`config.mk`:
```
export PLATFORM = sky130hd
export DESIGN_NAME = lp_cmp_timer
export DESIGN_NICKNAME = d
export VERILOG_FILES = /design/src/rtl/lp_tmr_pkg.sv /design/src/rtl/lp_tmr_cfg_delay.sv /design/src/rtl/lp_tmr_prescaler.sv /design/src/rtl/lp_tmr_counter.sv /design/src/rtl/lp_cmp_timer.sv
export SDC_FILE = /design/constraint.sdc
export NUM_CORES = 1
export LEC_CHECK = 0
export BUFFER_PORTS_ARGS = -buffer_cell sky130_fd_sc_hd__buf_2
export CAP_MARGIN = 15
export CORE_MARGIN = 1
export CORE_UTILIZATION = 40
export CTS_BUF_LIST = sky130_fd_sc_hd__clkbuf_8
export DETAILED_ROUTE_END_ITERATION = 16
export HOLD_SLACK_MARGIN = 0.15
export PLACE_DENSITY = 0.56
export SLEW_MARGIN = 10
export SYNTH_ARGS = -nofsm -noshare
export SYNTH_HDL_FRONTEND = slang
export SYNTH_SLANG_ARGS = --single-unit
```
`constraint.sdc`:
```
create_clock -name clk -period 6.15 [get_ports clk]
set_input_delay 0.615 -clock clk [delete_from_list [all_inputs] [get_ports clk]]
set_output_delay 0.615 -clock clk [all_outputs]
set_load 0.01 [all_outputs]
```
`src/rtl/lp_tmr_pkg.sv`:
```
// Package: register addresses, control bit positions and the compare floor
// shared by the timer modules. Assumes a write port of at least 15 data bits.
package lp_tmr_pkg;
    localparam logic [1:0] ADDR_CTRL = 2'd0;
    localparam logic [1:0] ADDR_CMP  = 2'd1;
    localparam logic [1:0] ADDR_FLAG = 2'd2;

    localparam int BIT_RUN      = 0;
    localparam int BIT_IRQ_EN   = 1;
    localparam int BIT_WAKE_EN  = 2;
    localparam int BIT_PERIODIC = 3;
    localparam int PRE_LSB      = 8;

    localparam int BIT_CLR_IRQ  = 0;
    localparam int BIT_CLR_WAKE = 1;

    localparam int MIN_CMP = 2;
endpackage

```
`src/rtl/lp_tmr_cfg_delay.sv`:
```
// Staging register that holds a written value and makes it active on the
// LAT-th tick after the write. A newer write replaces the staged value and
// restarts the wait. Assumes tick is a single-cycle pulse in the clk domain.
module lp_tmr_cfg_delay #(
    parameter int            W       = 8,
    parameter int            LAT     = 3,
    parameter logic [W-1:0]  RST_VAL = '0
) (
    input  logic         clk,
    input  logic         rst_n,
    input  logic         tick,
    input  logic         load,
    input  logic [W-1:0] load_val,
    output logic [W-1:0] staged_o,
    output logic [W-1:0] active_o,
    output logic         applied_o
);
    localparam int LW = $clog2(LAT + 1);

    logic [LW-1:0] left;

    // Capture writes, count ticks down and promote the staged value at zero.
    always_ff @(posedge clk) begin
        if (!rst_n) begin
            staged_o <= RST_VAL;
            active_o <= RST_VAL;
            left     <= '0;
        end else if (load) begin
            staged_o <= load_val;
            left     <= LW'(LAT);
        end else if (tick && left != '0) begin
            left <= left - LW'(1);
            if (left == LW'(1)) begin
                active_o <= staged_o;
            end
        end
    end

    assign applied_o = tick && !load && (left == LW'(1));
endmodule

```
`src/rtl/lp_tmr_prescaler.sv`:
```
// Tick divider: emits one advance pulse per (div+1) enabled ticks. Clearing
// restarts the phase. Assumes div may change at any time; a phase already
// past a lowered div ends the current period at once.
module lp_tmr_prescaler #(
    parameter int PRE_W = 7
) (
    input  logic             clk,
    input  logic             rst_n,
    input  logic             clr,
    input  logic             en,
    input  logic [PRE_W-1:0] div,
    output logic             adv_o
);
    logic [PRE_W-1:0] phase;

    // Step the phase on each enabled tick and wrap at the divide value.
    always_ff @(posedge clk) begin
        if (!rst_n) begin
            phase <= '0;
        end else if (clr) begin
            phase <= '0;
        end else if (en) begin
            phase <= (phase >= div) ? '0 : phase + PRE_W'(1);
        end
    end

    assign adv_o = en && !clr && (phase >= div);
endmodule

```
`src/rtl/lp_tmr_counter.sv`:
```
// Up-counter with compare. A match is the advance whose next value equals
// the compare value (floored at MIN_CMP). Continuous mode keeps counting;
// periodic mode loads zero on a match. Clear has priority over advance.
module lp_tmr_counter #(
    parameter int CNT_W   = 24,
    parameter int MIN_CMP = 2
) (
    input  logic             clk,
    input  logic             rst_n,
    input  logic             clr,
    input  logic             adv,
    input  logic             periodic,
    input  logic [CNT_W-1:0] cmp,
    output logic [CNT_W-1:0] count_o,
    output logic             match_o
);
    localparam logic [CNT_W-1:0] FLOOR = CNT_W'(MIN_CMP);

    logic [CNT_W-1:0] cmp_eff;
    logic [CNT_W-1:0] nxt;
    logic             hit;

    // Apply the compare floor and form the next count and the hit test.
    always_comb begin
        cmp_eff = (cmp < FLOOR) ? FLOOR : cmp;
        nxt     = count_o + CNT_W'(1);
        hit     = (nxt == cmp_eff);
    end

    assign match_o = adv && !clr && hit;

    // Hold, clear, advance or restart the count.
    always_ff @(posedge clk) begin
        if (!rst_n) begin
            count_o <= '0;
        end else if (clr) begin
            count_o <= '0;
        end else if (adv) begin
            count_o <= (periodic && hit) ? '0 : nxt;
        end
    end
endmodule

```
`src/rtl/lp_cmp_timer.sv`:
```
// Top of the low-power compare timer. Decodes writes, stages control and
// compare through tick-counted delays, runs prescaler and counter, and keeps
// the write-1-to-clear interrupt and wakeup flags. Assumes tick is already
// synchronous to clk and at most one cycle wide.
module lp_cmp_timer
    import lp_tmr_pkg::*;
#(
    parameter int CNT_W  = 24,
    parameter int PRE_W  = 7,
    parameter int LAT    = 3,
    parameter int DATA_W = 32
) (
    input  logic              clk,
    input  logic              rst_n,
    input  logic              tick,
    input  logic              wr_en,
    input  logic [1:0]        wr_addr,
    input  logic [DATA_W-1:0] wr_data,
    output logic [CNT_W-1:0]  count_o,
    output logic              irq_o,
    output logic              irq_flag_o,
    output logic              wake_flag_o
);
    localparam int CTL_W = PRE_W + 4;

    logic [CTL_W-1:0] ctl_in, ctl_staged, ctl_act;
    logic [CNT_W-1:0] cmp_staged, cmp_act;
    logic             ctl_load, cmp_load, ctrl_applied, cmp_applied;
    logic             run_act, irq_en_act, wake_en_act, periodic_act;
    logic             start, adv, match, clr_irq, clr_wake;
    logic             unused_wr;

    assign ctl_in   = {wr_data[PRE_LSB +: PRE_W], wr_data[BIT_PERIODIC],
                       wr_data[BIT_WAKE_EN], wr_data[BIT_IRQ_EN], wr_data[BIT_RUN]};
    assign ctl_load = wr_en && (wr_addr == ADDR_CTRL);
    assign cmp_load = wr_en && (wr_addr == ADDR_CMP);
    assign clr_irq  = wr_en && (wr_addr == ADDR_FLAG) && wr_data[BIT_CLR_IRQ];
    assign clr_wake = wr_en && (wr_addr == ADDR_FLAG) && wr_data[BIT_CLR_WAKE];
    assign unused_wr = ^{wr_data, cmp_applied};

    lp_tmr_cfg_delay #(.W(CTL_W), .LAT(LAT), .RST_VAL('0)) u_ctl_dly (
        .clk(clk), .rst_n(rst_n), .tick(tick), .load(ctl_load), .load_val(ctl_in),
        .staged_o(ctl_staged), .active_o(ctl_act), .applied_o(ctrl_applied)
    );

    lp_tmr_cfg_delay #(.W(CNT_W), .LAT(LAT), .RST_VAL('1)) u_cmp_dly (
        .clk(clk), .rst_n(rst_n), .tick(tick), .load(cmp_load),
        .load_val(wr_data[CNT_W-1:0]),
        .staged_o(cmp_staged), .active_o(cmp_act), .applied_o(cmp_applied)
    );

    assign run_act      = ctl_act[0];
    assign irq_en_act   = ctl_act[1];
    assign wake_en_act  = ctl_act[2];
    assign periodic_act = ctl_act[3];
    assign start        = ctrl_applied && ctl_staged[0] && !run_act;

    lp_tmr_prescaler #(.PRE_W(PRE_W)) u_pre (
        .clk(clk), .rst_n(rst_n), .clr(start), .en(tick && run_act),
        .div(ctl_act[CTL_W-1:4]), .adv_o(adv)
    );

    lp_tmr_counter #(.CNT_W(CNT_W), .MIN_CMP(MIN_CMP)) u_cnt (
        .clk(clk), .rst_n(rst_n), .clr(start), .adv(adv), .periodic(periodic_act),
        .cmp(cmp_act), .count_o(count_o), .match_o(match)
    );

    // Interrupt flag: set on match, cleared by write-1, set wins.
    always_ff @(posedge clk) begin
        if (!rst_n) begin
            irq_flag_o <= 1'b0;
        end else if (match) begin
            irq_flag_o <= 1'b1;
        end else if (clr_irq) begin
            irq_flag_o <= 1'b0;
        end
    end

    // Wakeup flag: set on match when enabled, cleared by write-1, set wins.
    always_ff @(posedge clk) begin
        if (!rst_n) begin
            wake_flag_o <= 1'b0;
        end else if (match && wake_en_act) begin
            wake_flag_o <= 1'b1;
        end else if (clr_wake) begin
            wake_flag_o <= 1'b0;
        end
    end

    assign irq_o = irq_flag_o && irq_en_act;
endmodule

```
==> key figures <==
Timing
  – Hold Violations, Final: 0
  – # setup viols final: 0
  – Setup TNS: 0 ps
  – Post-layout minimum cycle time: 3420 ps
  – Setup ws final: 2730 ps
  – Worst Skew: 11.6 ps
  – Slew @ Worst Pin: around 890 ps
  – RSZ-0062 raised after global routing: false
  – Slew HR: 0.404
  – Final worst-path cycle share: 0.556
  – Peak Freq: 0.293 GHz
  – Final slew viol count: 0

GRT
  – Total track usage: 0.202
  – Initial antenna violation count: 0
  – Gr ovfl total: 0
  – Vias in the first global route: 4648
  – Largest net degree at the start of global routing: 79
  – First-pass GRT wire length: 23.3 mm

Pwr
  – P_leak: 0.00242 µW
  – VDD IR-drop max: 0.130 mV
  – Pwr Density: about 210 nW/µm²

Setup path
  – Cell family with most CP delay: simple AND/OR/NAND/NOR gates
  – Cell Chain, Critical Path: ha_1 > nand3_1 > nor4_1 > xnor2_1 > nand3_1 > nor4_1 > nand4_2 > buf_4 > a41oi_2 > a31oi_1
  – CP required: 6410 ps
  – Crit Path Class: reg -> reg
  – Worst-path fanout max: 40
  – Crit start category: register
  – Crit path largest cell delay: 650 ps
  – Worst path slowest cell: nor4_1
  – Crit path buffers/inverters: 1
  – Worst Setup End Kind: register
  – CP Data Arrival Time: about 3700 ps

Synthesis
  – Top-area cell type share of the netlist area: 0.378
  – Seq/Total Area, Yosys: 0.378
  – Top area cells in the synthesized netlist: dfxtp_1 (38%), nand2_1 (8.3%), nand3_1 (5.7%)
  – Ys async rst share: 0
  – Synth cell types: 53
  – Number of enable flip-flop cells after synthesis: 0
  – Top post-synthesis cells by count: nand2_1 (126), dfxtp_1 (107), nand3_1 (65), clkbuf_1 (40), inv_1 (28)
  – Post-synth net total: 737
  – Most frequent cell after synthesis: nand2_1
  – Warnings, synthesis: 0
  – Post-Synthesis Cell Area: around 5700 µm²
  – Mapped Cells: 686
  – Mean post-synth cell area: 8.27 µm²
  – Cell taking the most area after synthesis: dfxtp_1
  – Main synth FF type: dfxtp_1
  – Register bit total from synthesis: 107

Clock tree
  – Root Driver: clkbuf_8
  – CTS hold repair buffers: 0
  – Worst-path clk slew: 110 ps
  – Post_cts resized: 0
  – Num CTS Buffers: 9
  – H-tree levels: 3
  – Clk_lat worst skew: about 400 ps
  – Post-CTS setup buffers: 0
  – Clk buf depth: 2
  – Clock sinks: 107
  – CTS tree: built

Layout
  – N_diodes: 0
  – Post-route insts no fill: 890
  – Final net count: 756
  – Area added between synthesis and finish: 9.31%
  – Final Util: 0.447
  – Fill cell count: 1420
  – Layout cells sized above 1: 0.144
  – Post-route cell area: a little over 6000 µm²

Die
  – Die Y: 121 µm
  – Die width: 121 µm
  – FP Rows: 43
  – Initial Util: 0.409
  – Die Area: between 10000 and 15000 µm²
  – Ports: 65
  – Total core area: ~14000 µm²

Routing
  – Pre-antenna DRT Iters: 5
  – Drt total wl: 14.1 mm
  – Via-to-Cell Ratio: 5.54
  – Via count: 4930
  – DRT antenna net count: 0
  – DRT iter0 DRCs: about 270
  – Wire length per cell: 15.9 µm
  – DRC Markers: 0

Outcome
  – Status: finished, final reports clean

Placed design
  – Final RePlAce weighted congestion: 0.879
  – I/O Buffers: 56
  – Placed inst area: about 6000 µm²
  – Placed cells: about 870
  – DP HPWL: 10.1 mm
  – Dpl ws: 2780 ps

Worst hold path
  – Hold crit path type: in -> reg

Flow run
  – Max-cap viol count: 0
-- report_power, final --
group | internal (µW) | leakage, µW | switching (µW)
Combinational | 46.3 | 0.00145 | 66.5
Sequential | 716 | 0.000869 | 19.3
Clock | 191 | 0.000103 | 259
-- worst reg2reg max path: stages (launching register included) --
cell	delay (ps)
dfxtp_1	540
ha_1	400
nand3_1	270
nor4_1	650
xnor2_1	230
nand3_1	110
nor4_1	300
nand4_2	140
buf_4	290
a41oi_2	290
a31oi_1	60
-- worst paths after layout --
check / from / endpoint / slack (ps) / cells after the start
worst min register to register: u_cmp_dly.staged_o[13]$_SDFFE_PN1P_ / u_cmp_dly.active_o[13]$_SDFFE_PN1P_ / 470 / 2
worst max-delay path: u_cnt.count_o[0]$_SDFFE_PP0P_ / u_cnt.count_o[16]$_SDFFE_PP0P_ / 2730 / 10
worst min-delay path: wr_data[19] / u_cmp_dly.staged_o[19]$_SDFFE_PN1P_ / 420 / 3
worst max register to register: u_cnt.count_o[0]$_SDFFE_PP0P_ / u_cnt.count_o[16]$_SDFFE_PP0P_ / 2730 / 10
-- cells by family (layout without fill, tap and decap cells) --
group           after synthesis  in the layout  share of synthesized area
compound gates              106            106                      0.153
xor+xnor                     40             40                     0.0666
fa+ha+maj                    13             13                     0.0287
buf+inv                      81            105                     0.0587
flops                       107            107                      0.378
mux                          13             13                     0.0232
simple gates                326            326                      0.293
-- area by class of cell --
type | instances | area [µm²] | area share
multi-input combinational | 498 | 3210 | 0.517
sequential | 107 | 2140 | 0.345
timing repair buffer | 61 | 324 | 0.0522
tap | 180 | 225 | 0.0363
clock buffer | 9 | 124 | 0.0200
inverter | 28 | 105 | 0.0169
clock inverter | 7 | 75.1 | 0.0121
-- sequential cells by signal (all words and copies together) (netlist names) --
register            count
u_ctl_dly.active_o     11
irq_flag_o              1
u_ctl_dly.left          2
wake_flag_o             1
u_cnt.count_o          24
u_cmp_dly.left          2
u_cmp_dly.staged_o     24
u_cmp_dly.active_o     24
u_ctl_dly.staged_o     11
u_pre.phase             7
-- stage by stage --
stage	hold WS, ps	power, µW
2_1_floorplan	440	828
3_3_place_gp	452	858
3_5_place_dp	455	863
4_1_cts	413	1310
5_1_grt	422	1360
6_report	423	1300
-- cell usage in the layout, fill, tap and decap left out, drive strengths merged, types with 8 or more instances in the layout --
cell type and count:
xor2 13, xnor2 25, nor3 8, nand4b 10, nand2 126, a21boi 18
nand4 24, a31oi 19, buf 61, nor2b 15, ha 13, clkbuf 9
o21ai 19, nand3 65, and3 17, dfxtp 107, nor2 18, o211ai 9
inv 31, nor4 11, a41oi 16, mux2i 12
-- routing by layer --
| layer | share of wire | vias up | GRT usage |
|---|---|---|---|
| li1 | - | 2477 | - |
| met1 | 0.50 | 2322 | 0.281 |
| met2 | 0.44 | 115 | 0.314 |
| met3 | 0.045 | 16 | 0.0263 |
| met4 | 0.018 | 0 | 0.0802 |
| met5 | 0 | - | 0 |
Power figures use the tool's default switching activity.
